## src/rtl/opfwd_pkg.sv

```systemverilog
package opfwd_pkg;

  localparam int REG_W   = 4;
  localparam int DATA_W  = 32;
  localparam int NSRC    = 5;
  localparam int CLS_W   = 2;

  // Source slots in priority order (index 0 wins)
  localparam int SLOT_EX_E  = 0;
  localparam int SLOT_MEM_M = 1;
  localparam int SLOT_MEM_E = 2;
  localparam int SLOT_WB_M  = 3;
  localparam int SLOT_WB_E  = 4;

  typedef enum logic [CLS_W-1:0] {
    CLS_PLAIN  = 2'b00,
    CLS_CALL   = 2'b01,
    CLS_JUMP   = 2'b10,
    CLS_RETURN = 2'b11
  } instr_cls_e;

  // Classes whose operand A carries the incremented PC
  function automatic logic takes_link_pc(input logic [CLS_W-1:0] cls);
    return (cls == CLS_CALL) || (cls == CLS_JUMP);
  endfunction

endpackage

```

## src/rtl/opfwd_match.sv

```systemverilog
// Compares one source ID against every pending destination ID.
module opfwd_match #(
  parameter int REG_W = 4,
  parameter int NSRC  = 5
) (
  input  logic [REG_W-1:0] src_id,
  input  logic [REG_W-1:0] dst_ids [NSRC],
  output logic [NSRC-1:0]  hit
);
  localparam logic [REG_W-1:0] NONE_ID = {REG_W{1'b1}};

  logic src_real;
  assign src_real = (src_id != NONE_ID);

  for (genvar i = 0; i < NSRC; i++) begin : g_cmp
    assign hit[i] = src_real && (dst_ids[i] == src_id);
  end
endmodule

```

## src/rtl/opfwd_prio.sv

```systemverilog
// Fixed-priority selector: slot 0 wins, fallback when nothing hits.
module opfwd_prio #(
  parameter int DATA_W = 32,
  parameter int NSRC   = 5
) (
  input  logic [NSRC-1:0]   hit,
  input  logic [DATA_W-1:0] vals [NSRC],
  input  logic [DATA_W-1:0] fallback,
  output logic [DATA_W-1:0] pick
);
  logic [DATA_W-1:0] chain [NSRC+1];

  assign chain[NSRC] = fallback;

  for (genvar i = NSRC - 1; i >= 0; i--) begin : g_chain
    assign chain[i] = hit[i] ? vals[i] : chain[i+1];
  end

  assign pick = chain[0];
endmodule

```

## src/rtl/opfwd_operand.sv

```systemverilog
// One operand path: match stage followed by priority select.
module opfwd_operand #(
  parameter int REG_W  = 4,
  parameter int DATA_W = 32,
  parameter int NSRC   = 5
) (
  input  logic [REG_W-1:0]  src_id,
  input  logic [DATA_W-1:0] rf_val,
  input  logic [REG_W-1:0]  dst_ids [NSRC],
  input  logic [DATA_W-1:0] vals    [NSRC],
  output logic [DATA_W-1:0] sel_val
);
  logic [NSRC-1:0] hit;

  opfwd_match #(.REG_W(REG_W), .NSRC(NSRC)) u_match (
    .src_id  (src_id),
    .dst_ids (dst_ids),
    .hit     (hit)
  );

  opfwd_prio #(.DATA_W(DATA_W), .NSRC(NSRC)) u_prio (
    .hit      (hit),
    .vals     (vals),
    .fallback (rf_val),
    .pick     (sel_val)
  );
endmodule

```

## src/rtl/opfwd_unit.sv

```systemverilog
module opfwd_unit
  import opfwd_pkg::*;
(
  input  logic              clk,
  input  logic              rst,
  input  logic [REG_W-1:0]  dec_src_a,
  input  logic [REG_W-1:0]  dec_src_b,
  input  logic [DATA_W-1:0] rf_data_a,
  input  logic [DATA_W-1:0] rf_data_b,
  input  logic [CLS_W-1:0]  dec_class,
  input  logic [DATA_W-1:0] dec_next_pc,
  input  logic [REG_W-1:0]  ex_dst_e,
  input  logic [DATA_W-1:0] ex_alu_res,
  input  logic [REG_W-1:0]  mem_dst_m,
  input  logic [DATA_W-1:0] mem_rd_data,
  input  logic [REG_W-1:0]  mem_dst_e,
  input  logic [DATA_W-1:0] mem_alu_val,
  input  logic [REG_W-1:0]  wb_dst_m,
  input  logic [DATA_W-1:0] wb_mem_val,
  input  logic [REG_W-1:0]  wb_dst_e,
  input  logic [DATA_W-1:0] wb_alu_val,
  output logic [DATA_W-1:0] opnd_a_q,
  output logic [DATA_W-1:0] opnd_b_q
);

  logic [REG_W-1:0]  pend_dst [NSRC];
  logic [DATA_W-1:0] pend_val [NSRC];

  // Pack the pending results in priority order
  assign pend_dst[SLOT_EX_E]  = ex_dst_e;
  assign pend_val[SLOT_EX_E]  = ex_alu_res;
  assign pend_dst[SLOT_MEM_M] = mem_dst_m;
  assign pend_val[SLOT_MEM_M] = mem_rd_data;
  assign pend_dst[SLOT_MEM_E] = mem_dst_e;
  assign pend_val[SLOT_MEM_E] = mem_alu_val;
  assign pend_dst[SLOT_WB_M]  = wb_dst_m;
  assign pend_val[SLOT_WB_M]  = wb_mem_val;
  assign pend_dst[SLOT_WB_E]  = wb_dst_e;
  assign pend_val[SLOT_WB_E]  = wb_alu_val;

  logic [DATA_W-1:0] fwd_a, fwd_b, next_a;

  opfwd_operand #(.REG_W(REG_W), .DATA_W(DATA_W), .NSRC(NSRC)) u_opa (
    .src_id  (dec_src_a),
    .rf_val  (rf_data_a),
    .dst_ids (pend_dst),
    .vals    (pend_val),
    .sel_val (fwd_a)
  );

  opfwd_operand #(.REG_W(REG_W), .DATA_W(DATA_W), .NSRC(NSRC)) u_opb (
    .src_id  (dec_src_b),
    .rf_val  (rf_data_b),
    .dst_ids (pend_dst),
    .vals    (pend_val),
    .sel_val (fwd_b)
  );

  // Incremented PC outranks every forwarding choice on operand A
  always_comb begin
    next_a = fwd_a;
    if (takes_link_pc(dec_class)) next_a = dec_next_pc;
  end

  // Operand fields of the execute pipeline register
  always_ff @(posedge clk) begin
    if (rst) begin
      opnd_a_q <= '0;
      opnd_b_q <= '0;
    end else begin
      opnd_a_q <= next_a;
      opnd_b_q <= fwd_b;
    end
  end

endmodule

```

## config.mk

```make
export PLATFORM = sky130hd
export DESIGN_NAME = opfwd_unit
export DESIGN_NICKNAME = d
export VERILOG_FILES = /design/src/rtl/opfwd_pkg.sv /design/src/rtl/opfwd_match.sv /design/src/rtl/opfwd_prio.sv /design/src/rtl/opfwd_operand.sv /design/src/rtl/opfwd_unit.sv
export SDC_FILE = /design/constraint.sdc
export NUM_CORES = 1
export LEC_CHECK = 0
export BUFFER_PORTS_ARGS = -buffer_cell sky130_fd_sc_hd__buf_2
export CAP_MARGIN = 30
export CORE_ASPECT_RATIO = 1.2
export CORE_MARGIN = 8
export CORE_UTILIZATION = 43
export DETAILED_ROUTE_END_ITERATION = 6
export PLACE_DENSITY = 0.79
export SLEW_MARGIN = 5
export SYNTH_ARGS = -nofsm -noshare
export SYNTH_HDL_FRONTEND = slang
export SYNTH_HIERARCHICAL = 1
export SYNTH_SLANG_ARGS = --single-unit
```

## constraint.sdc

```tcl
create_clock -name clk -period 2.2 [get_ports clk]
set_clock_uncertainty 0.1 [all_clocks]
set_input_delay 0.33 -clock clk [delete_from_list [all_inputs] [get_ports clk]]
set_output_delay 0.33 -clock clk [all_outputs]
set_load 0.02 [all_outputs]
```

After elaboration in Yosys (flattened, before gate mapping) --
Cells that the tools add are included.
Operators by class: reduce and logical (&&, ||, !) cells 11, eq/ne operators 14, multiplexer cells 11
Operator list (count):
- $mux 32 | 11
- $eq 4x4->1 | 10
- $logic_and 1x1->1 | 10
- $ne 4x4->1 const B | 2
- $eq 2x1->1 const B | 1
- $eq 2x2->1 const B | 1
- $logic_or 1x1->1 | 1
Storage, ports and cells: bits of input ports 288, output and inout port bits 64, logic and storage cells 38, register bits after elaboration 64

Logic depth before layout (Yosys ltp) --
Gate-level depths: netlist of the first run.
word-level depth 8, depth in mapped cells 11, depth with buffers taken out 8

By module --
The synthesis of the first run kept the hierarchy.
Modules (own cells, without submodules):
- opfwd_prio | times used 2, cells an instance 223, area each 1960.6 µm², sequential area each 0.0 µm²
- opfwd_unit | times used 1, cells an instance 206, area each 2319.7 µm², sequential area each 1281.2 µm²
- opfwd_match | times used 2, cells an instance 46, area each 350.3 µm², sequential area each 0.0 µm²

Worst setup path after synthesis of the first run --
Ideal clock, no wire load.
path kind input port to flip-flop, start input dec_src_b[3], end register opnd_b_q[4], data arrival time 2065 ps, setup time 126 ps, stages on the path 10, buffers on the path 3, slack -91 ps, required time 1974 ps, path through buf_6 -> and2b_2 -> nand3b_1 -> a211oi_1 -> buf_6 -> buf_6 -> mux2_4 -> a221oi_2 -> o31ai_2 -> nor2b_1
On the way: word-level cells in the longest chain between the ends 7, elaborated cells between the ends (all ways) 16, those cells by class eq/ne: 6; mux: 5; reduce/logical: 5
RTL lines:
- from (decl) | line opfwd_unit.sv:7 | input logic [REG_W-1:0] dec_src_b,
- $ne 4x4->1 / $eq 4x4->1 (equally long branches) | line opfwd_match.sv:13, opfwd_match.sv:16
- $logic_and 1x1->1 * | line opfwd_match.sv:16 | assign hit[i] = src_real && (dst_ids[i] == src_id);
- via u_opb.hit[4] | line opfwd_operand.sv:13 | logic [NSRC-1:0] hit;
- $mux 32 * (5 in series) | line opfwd_prio.sv:16 | assign chain[i] = hit[i] ? vals[i] : chain[i+1];
- via fwd_b[4] | line opfwd_unit.sv:41 | logic [DATA_W-1:0] fwd_a, fwd_b, next_a;
- to (signal assigned) | line opfwd_unit.sv:72 | opnd_b_q <= fwd_b;
- to (decl) | line opfwd_unit.sv:23 | output logic [DATA_W-1:0] opnd_b_q
The timed path passes the listed nets; every way through them passes the cells marked *. A chain may end at the register's enable or synchronous reset.

Worst setup path after layout of the first run --
start input dec_src_a[3], end register opnd_a_q[1]
On the way: elaborated cells between the ends (all ways) 17, those cells by class eq/ne: 6; mux: 6; reduce/logical: 5
RTL lines:
- from (decl) | line opfwd_unit.sv:6 | input logic [REG_W-1:0] dec_src_a,
- $ne 4x4->1 / $eq 4x4->1 (equally long branches) | line opfwd_match.sv:13, opfwd_match.sv:16
- $logic_and 1x1->1 * | line opfwd_match.sv:16
- via u_opa.hit[2] | line opfwd_operand.sv:13
- $mux 32 * (3 in series) | line opfwd_prio.sv:16
- via fwd_a[1] | line opfwd_unit.sv:41
- $mux 32 * | line opfwd_unit.sv:62 | if (takes_link_pc(dec_class)) next_a = dec_next_pc;
- to (signal assigned) | line opfwd_unit.sv:71 | opnd_a_q <= next_a;
- to (decl) | line opfwd_unit.sv:22 | output logic [DATA_W-1:0] opnd_a_q,
Marked as above.

==> run_results.csv, run 1 <==
group,metric,value,unit
pwr,switching_share,33.8,%
finish,drive_above_1_share,57.1,%
clock_network,postCtsHoldBufs,0,
finish,area_delta_synth_final,55.3,%
setup_path,endpoint_kind,"flop",
yosys,synthDistinctLibCells,35,
worst_hold_path,worstHoldPathType,"primary input to flop",
yosys,yosys.area.top_type_share,18.5,%
timing,setup_ws,-0.0955,ns
yosys,synthMuxAreaShare,18.2,%
yosys,postSynthCellCount,744,
drt,ant_nets,0,
floorplanning,chipWidth,132,um
yosys,postSynthAreaPerCell,9.33,um^2
drt,drc,0,
clock_network,cts_buffer_depth,2,
drt,wl_per_cell,23.9,um
finish,final_nets,1424,
yosys,ys_seq_elements,64,
yosys,seq_area_frac_synth,18.5,%
run,drv_cap,0,
finish,final_design_area_no_fill,0.0108,mm^2
yosys,netlist_area,0.00694,mm^2
drt,drt-total-wl,32600,um
yosys,synth_nets,1032,
setup_path,crit_path_start_kind,"primary input",
timing,max_slew_margin,75.3,%
pwr,peakVddDrop,0.343,mV
global_route,grt_max_degree,97,
yosys,synthXorXnorAreaFrac,4.18,%
yosys,synth_edf_count,0,
global_route,grt_overflow,0,
pwr,power_density,497,mW/mm^2
pwr,leakagePower,5.27,nW
timing,rsz0062_at_grt,"yes",
floorplanning,rows,51,
yosys,netlist_top_cells_area,"dfxtp_1 (18%), mux2_4 (13%), a221oi_2 (13%), nor2b_1 (7.6%), a21o_1 (6.9%)",
drt,viasPerCell,5.82,
global_route,grt_pass1_vias,8006,
timing,fin_crit_sh,104,%
global_route,grt_antenna_before_repair,11,
clock_network,htreeDepth,3,
pwr,internal_power,3.55,mW
yosys,yosys_warnings,6,
timing,fmax,436,MHz
clock_network,cts_num_sinks,64,
placed_design,place_area,0.00941,mm^2
setup_path,critPathMaxFanout,6,
finish,mostFrequentLayoutCell,"buf_2",
setup_path,cp.required,2.31,ns
setup_path,crit_type,"primary input to flop",
pwr,p_seq_share,25.0,%
yosys,synth_fa_ha_area_share,0,%
placed_design,hpwl,23500,um
timing,setup_viol,17,
placed_design,portBuffers,351,
pwr,p_comb_share,45.8,%
timing,finalHoldViolations,0,
global_route,grt_pass1_wl,45100,um
timing,final-max-slew-violation-count,0,
yosys,synth_top_family_by_area,"compound AO/OA/AOI/OAI gates",
placed_design,gp_congestion,0.967,
clock_network,numCtsBuffers,9,
clock_network,clk_pin_slew,0.06,ns
timing,tightest_slew,0.371,ns
drt,drtIter0Drc,785,
yosys,async_reset_ff_share,0,%
pwr,switchingPower,1.81,mW
clock_network,cts_tree,"yes",
floorplanning,start_util,43.3,%
yosys,yosys.area_share.simple,22.1,%
yosys,synth_flop_cell,"dfxtp_1",
timing,period_needed,2.30,ns
finish,nFillCells,1213,
finish,fin_util,67.3,%
run_status,status,"finished with violations",
floorplanning,io_pins,352,
floorplanning,fp.dieArea,0.0205,mm^2
floorplanning,coreArea,0.0160,mm^2
yosys,yosys.area.top_type,"dfxtp_1",
run_status,violations,"negative setup slack",
setup_path,cp.arrival,2.40,ns
drt,dr.pass1.iters,5,
pwr,clock_power_share,29.2,%
clock_network,clock-root-buffer,"clkbuf_16",
finish,final_cell_mix,"buf_2 (344), nor2b_1 (83)",
global_route,track_usage,27.8,%
drt,vias,7939,
timing,fin_setup_tns,-0.430,ns
yosys,synth_compound_area_share,29.9,%
floorplanning,fp.dieH,155,um
==> power by group through the flow <==
stage	logic (mW)	clock network, mW	registers, mW
2_1_floorplan	1.07	0	1.54
3_3_place_gp	2.08	0	1.36
3_5_place_dp	2.12	0	1.37
4_1_cts	2.19	1.58	1.34
5_1_grt	2.58	1.65	1.35
6_report	2.46	1.57	1.34
==> final cells by class <==
class	instances	area (um^2)	area share, %
Multi-Input combinational cell	605	5750	53.3
Timing Repair Buffer	456	3130	29.1
Sequential cell	64	1280	11.9
Tap cell	212	265	2.46
Clock buffer	12	256	2.38
Clock inverter	3	65.1	0.603
Antenna cell	12	30.0	0.279
==> cell families after synthesis <==
family                    count (synthesis)
xor gates and xnor gates                 31
DFF                                      64
buffers and inverters                    75
and+or+nand+nor                         266
AOI/OAI and AO/OA                       212
muxes                                    96
==> sequential cells by signal, summed over array words and instances, names as in the netlist <==
signal and flops:
opnd_a_q 32, opnd_b_q 32
==> metrics by stage <==
step / std cells / setup slack (ns) / hold WS, ns / power (mW)
floorplan: 744 / -0.0409 / 0.382 / 2.61
global placement: 1299 / -0.358 / 0.490 / 3.44
detailed placement: 1299 / -0.441 / 0.495 / 3.48
CTS: 1328 / -0.0432 / 0.148 / 5.12
global route: 1363 / -0.156 / 0.162 / 5.58
finish: 1364 / -0.0955 / 0.158 / 5.36
==> what timing repair did <==
action / 4_1_cts / 5_1_grt
buffers inserted: 11 / 18
resized for setup: 14 / 81
setup endpoints to repair: 26 / 58
cloned: 3 / 7
pin swaps: 6 / 33
==> worst paths after layout <==
path | from | endpoint | cells after the start
min | dec_next_pc[1] | opnd_a_q[1]$_SDFF_PP0_ | 3
max | dec_src_a[3] | opnd_a_q[1]$_SDFF_PP0_ | 14
==> Yosys cell counts (4+ instances only) <==
cell      number
and2b_1       12
nand3b_1      10
o31ai_2        4
xor2_1        20
xnor2_1       10
nand2b_1      64
a211oi_1      10
o31ai_1       60
buf_6         21
a221oi_2      58
mux2i_1       32
mux2_4        60
a221oi_1       4
and2_1        10
nor2_1        10
clkbuf_1      37
dfxtp_1       64
a32oi_1       10
nand2_1       64
mux2_2         4
nor2b_1       84
a21o_1        64
buf_4          7
clkbuf_2       4
==> per-layer routing <==
layer | vias up | GRT usage, % | share of wire (%)
met5 | - | 0 | 0
met4 | 0 | 15.6 | 5.0
met3 | 118 | 5.68 | 9.1
met2 | 570 | 47.3 | 50
met1 | 3734 | 32.0 | 36
li1 | 3517 | - | -
==> worst max-delay path, stage by stage <==
cell	delay, ns
buf_8	0.11
and2b_2	0.24
buf_4	0.12
nand3b_1	0.11
a211oi_4	0.28
buf_6	0.17
nor2b_4	0.05
buf_12	0.13
buf_4	0.13
a221oi_4	0.29
o31ai_2	0.11
buf_4	0.14
nand2b_1	0.09
mux2i_1	0.07
Note: power is estimated with default switching activity, not from simulation.
==> run 2: changes to the inputs <==
--- a/config.mk
+++ b/config.mk
@@ -13,4 +13,6 @@
 export DETAILED_ROUTE_END_ITERATION = 6
 export PLACE_DENSITY = 0.79
+export RECOVER_POWER = 100
+export SKIP_CTS_REPAIR_TIMING = 1
 export SLEW_MARGIN = 5
 export SYNTH_ARGS = -nofsm -noshare
==> constraint.sdc (replaced) <==
create_clock -name clk -period 2.2 [get_ports clk]
set_clock_uncertainty 0.1 [all_clocks]
set_input_delay 0.55 -clock clk [delete_from_list [all_inputs] [get_ports clk]]
set_output_delay 0.55 -clock clk [all_outputs]
set_load 0.02 [all_outputs]
==> run 2 against run 1 <==
- the run still ends with negative setup slack left
- final area rose by 1.5%
- critical path type unchanged
- die area is the same
- hold slack improved by 0.22 ns
- global-route usage fell by 0.31 points
- clock power shrank 6%
- critical path depth fell by 3
- sequential cell count unchanged
- cell count up 0.81%
==> run_results.csv, run 2 (synthesis gave the netlist of run 1 again) <==
group,metric,value,unit
clock_network,cts_num_sinks,64,
floorplanning,io_pins,352,
setup_path,crit_type,"primary input to flop",
timing,fmax,412,MHz
setup_path,endpoint_kind,"flop",
setup_path,crit_path_start_kind,"primary input",
drt,drt-total-wl,32200,um
setup_path,max_stage_delay,0.33,ns
setup_path,cp.arrival,2.53,ns
timing,setup_viol,64,
drt,vias,7731,
placed_design,hpwl,24200,um
timing,setup_ws,-0.224,ns
clock_network,cts_tree,"yes",
timing,final-max-slew-violation-count,0,
setup_path,cp.required,2.31,ns
clock_network,clk_pin_slew,0.06,ns
finish,area_delta_synth_final,57.6,%
drt,viasPerCell,5.62,
floorplanning,fp.dieH,155,um
drt,ant_nets,0,
drt,dr.pass1.iters,6,
setup_path,critPathMaxFanout,6,
clock_network,numCtsBuffers,9,
floorplanning,coreArea,0.0160,mm^2
floorplanning,chipWidth,132,um
setup_path,crit_buf_inv,3,
timing,rsz0062_at_grt,"yes",
placed_design,portBuffers,351,
finish,mostFrequentLayoutCell,"buf_2",
global_route,track_usage,27.5,%
pwr,power_density,481,mW/mm^2
run,drv_cap,0,
finish,final_nets,1439,
drt,drtIter0Drc,634,
clock_network,htreeDepth,3,
clock_network,clock-root-buffer,"clkbuf_16",
timing,max_slew_margin,73.1,%
run_status,status,"finished with violations",
timing,period_needed,2.42,ns
worst_hold_path,worstHoldPathType,"primary input to flop",
floorplanning,fp.dieArea,0.0205,mm^2
clock_network,cts_buffer_depth,2,
pwr,leakagePower,5.14,nW
setup_path,critical_path.top_delay_family,"compound AO/OA/AOI/OAI gates",
setup_path,cp_slowest_cell,"mux2_4",
drt,wl_per_cell,23.5,um
timing,whs,0.374,ns
floorplanning,rows,51,
pwr,peakVddDrop,0.407,mV
finish,reg_top3,"opnd_a_q x32, opnd_b_q x32",
global_route,grt_pass1_wl,44500,um
global_route,grt_max_degree,97,
finish,drive_above_1_share,52.0,%
timing,finalHoldViolations,0,
timing,tightest_slew,0.403,ns
setup_path,crit_path_cell_trace,"buf_8 -> and2b_2 -> nand3b_1 -> a211oi_4 -> buf_6 -> buf_12 -> mux2_4 -> a221oi_2 -> o31ai_1 -> nand2b_1 -> mux2i_1",
placed_design,gp_congestion,1.02,
drt,drc,0,
global_route,grt_pass1_vias,7884,
global_route,grt_antenna_before_repair,9,
timing,fin_crit_sh,110,%
global_route,grt_overflow,0,
finish,fin_util,68.3,%
finish,final_cell_mix,"buf_2 (283), nor2b_1 (80), clkbuf_1 (65)",
floorplanning,start_util,43.3,%
run_status,violations,"negative setup slack",
run 2: tightest hold or removal path: cells and delay by family:
family | cells | cell delay [ns]
buffers and inverters | 1 | 0.10
AND/OR/NAND/NOR | 1 | 0.05
multiplexers | 1 | 0.05
run 2: routing by layer:
metal,track usage (%),up-vias,part of all wire [%]
met4,11.8,4,3.7
met3,6.65,92,7.9
li1,-,3546,-
met1,31.1,3677,38
met2,48.3,412,50
met5,0,-,0.056
run 2: final timing paths:
path       startpoint                 endpoint  slack [ns]  cells after the start
max      dec_src_a[3]  opnd_a_q[10]$_SDFF_PP0_       -0.22                     11
min   dec_next_pc[13]  opnd_a_q[13]$_SDFF_PP0_        0.37                      3
run 2: where the power goes:
group / switching (mW) / total [mW] / internal [mW] / leakage [nW]
combinational: 1.25 / 2.44 / 1.20 / 4.46
sequential: 0.0481 / 1.35 / 1.30 / 0.533
clock: 0.559 / 1.47 / 0.907 / 0.146
total: 1.86 / 5.26 / 3.40 / 5.14
run 2: through the flow:
stage	cells	setup WS, ns	cell area, um^2	TNS, ns	power (mW)
3_3_place_gp	1322	-0.538	9680	-29.68	3.51
6_report	1375	-0.224	10900	-9.77	5.26
5_1_grt	1375	-0.310	10900	-14.23	5.46
4_1_cts	1338	-0.246	9980	-10.35	5.00
2_1_floorplan	744	-0.261	7020	-14.05	2.62
3_5_place_dp	1322	-0.598	9680	-32.68	3.53
run 2: area by class of cell:
type | instances | area [um^2]
fillers | 1276 | 5070
diodes | 7 | 17.5
well taps | 212 | 265
flip-flops and latches | 64 | 1280
clock buffers | 11 | 243
clock inverters | 5 | 56.3
multi-input cells | 605 | 5810
repair buffers | 471 | 3270
==> run 3: changes to the inputs <==
- TNS_END_PERCENT: default -> 5
==> run 3 against run 2 <==
- the run still ends with negative setup slack left
- critical path depth stayed put
- largest power group unchanged
- sequential cell count stayed put
- via count is 3.2% lower
- combinational power is 4% lower
==> run_results.csv, run 3 (synthesis gave the netlist of run 1 again) <==
group,metric,value,unit
run,drv_cap,0,
timing,setup_viol,64,
setup_path,cp.required,2.31,ns
timing,max_slew_margin,74.4,%
setup_path,crit_type,"primary input to flop",
global_route,grt_max_degree,97,
finish,final_design_area_no_fill,0.0104,mm^2
timing,tightest_slew,0.383,ns
clock_network,htreeDepth,3,
placed_design,placed_cells_incl_taps,1313,
clock_network,cts_tree,"yes",
global_route,grt_antenna_before_repair,9,
floorplanning,io_pins,352,
floorplanning,fp.dieH,155,um
clock_network,cts_buffer_depth,2,
setup_path,cp.arrival,2.56,ns
setup_path,endpoint_kind,"flop",
placed_design,gp_congestion,0.936,
timing,finalHoldViolations,0,
drt,drt-total-wl,30300,um
global_route,track_usage,26.5,%
run_status,violations,"negative setup slack",
finish,mostFrequentLayoutCell,"buf_2",
worst_hold_path,worstHoldPathType,"primary input to flop",
drt,drc,0,
pwr,leakagePower,4.89,nW
global_route,grt_pass1_vias,7688,
timing,whs,0.374,ns
floorplanning,start_util,43.3,%
floorplanning,chipWidth,132,um
pwr,finalPower,5.10,mW
worst_hold_path,holdPathEnd,"opnd_a_q[31]$_SDFF_PP0_",
timing,period_needed,2.45,ns
drt,wl_per_cell,22.6,um
finish,fin_cells,1341,
setup_path,crit_path_start_kind,"primary input",
placed_design,portBuffers,351,
timing,fin_setup_tns,-9.07,ns
finish,nFillCells,1305,
timing,fin_crit_sh,111,%
floorplanning,fp.dieArea,0.0205,mm^2
timing,setup_ws,-0.252,ns
setup_path,critPathMaxFanout,8,
timing,fmax,408,MHz
worst_hold_path,min_from,"dec_next_pc[31]",
drt,viasPerCell,5.58,
floorplanning,coreArea,0.0160,mm^2
worst_hold_path,min_path_cells,3,
global_route,grt_pass1_wl,43200,um
drt,drtIter0Drc,566,
floorplanning,rows,51,
global_route,grt_overflow,0,
run_status,status,"finished with violations",
timing,rsz0062_at_grt,"yes",
clock_network,clk_pin_slew,0.05,ns
pwr,peakVddDrop,0.383,mV
placed_design,place_area,0.00956,mm^2
finish,final_nets,1407,
clock_network,cts_num_sinks,64,
finish,drive_above_1_share,50.3,%
clock_network,clock-root-buffer,"clkbuf_16",
finish,fin_util,65.1,%
placed_design,place_ws,-0.606,ns
drt,ant_nets,0,
clock_network,numCtsBuffers,9,
pwr,power_density,489,mW/mm^2
finish,reg_top3,"opnd_a_q x32, opnd_b_q x32",
timing,final-max-slew-violation-count,0,
finish,final_cell_mix,"buf_2 (284), nor2b_1 (84), clkbuf_1 (66)",
drt,vias,7487,
drt,dr.pass1.iters,5,
placed_design,hpwl,23700,um
finish,area_delta_synth_final,50.3,%
-- run 3: worst max-delay path by stage --
stage                      start                       to  slack (ns)
detailed placement   wb_dst_e[3]  opnd_b_q[25]$_SDFF_PP0_       -0.61
global route        dec_src_a[3]  opnd_a_q[20]$_SDFF_PP0_       -0.29
floorplan           dec_src_a[3]  opnd_a_q[27]$_SDFF_PP0_       -0.26
finish              dec_src_a[3]  opnd_a_q[18]$_SDFF_PP0_       -0.25
CTS                  wb_dst_e[3]  opnd_b_q[25]$_SDFF_PP0_       -0.26
global placement     wb_dst_e[3]  opnd_b_q[27]$_SDFF_PP0_       -0.57
-- run 3: layout make-up --
cell class                      count  area (um^2)  share of cell area [%]
Sequential cell                    64         1280                    12.3
Clock buffer                       12          246                    2.36
Timing Repair Buffer              439         2820                    27.0
Antenna cell                        6         15.0                   0.144
Multi-Input combinational cell    605         5760                    55.3
Tap cell                          212          265                    2.54
Clock inverter                      3         42.5                   0.408
-- run 3: per-layer routing --
| metal | global-route usage, % | vias to the layer above | part of all wire, % |
|---|---|---|---|
| li1 | - | 3476 | - |
| met1 | 29.7 | 3506 | 38 |
| met2 | 46.4 | 422 | 49 |
| met3 | 7.32 | 77 | 8.4 |
| met4 | 11.2 | 6 | 4.0 |
| met5 | 0 | - | 0.11 |
-- run 3: where the power goes --
| part | internal [mW] | switching, mW |
|---|---|---|
| Clock | 0.900 | 0.516 |
| Sequential | 1.30 | 0.0438 |
| Combinational | 1.13 | 1.21 |
| Total | 3.33 | 1.77 |
-- run 3: critical path: stages --
cell and delay (ns):
buf_8 0.11, and2b_2 0.23, nand3b_1 0.13, a211oi_4 0.31
buf_6 0.21, buf_4 0.14, mux2_4 0.30, a221oi_2 0.33
o31ai_1 0.10, nand2b_1 0.08, mux2i_1 0.06
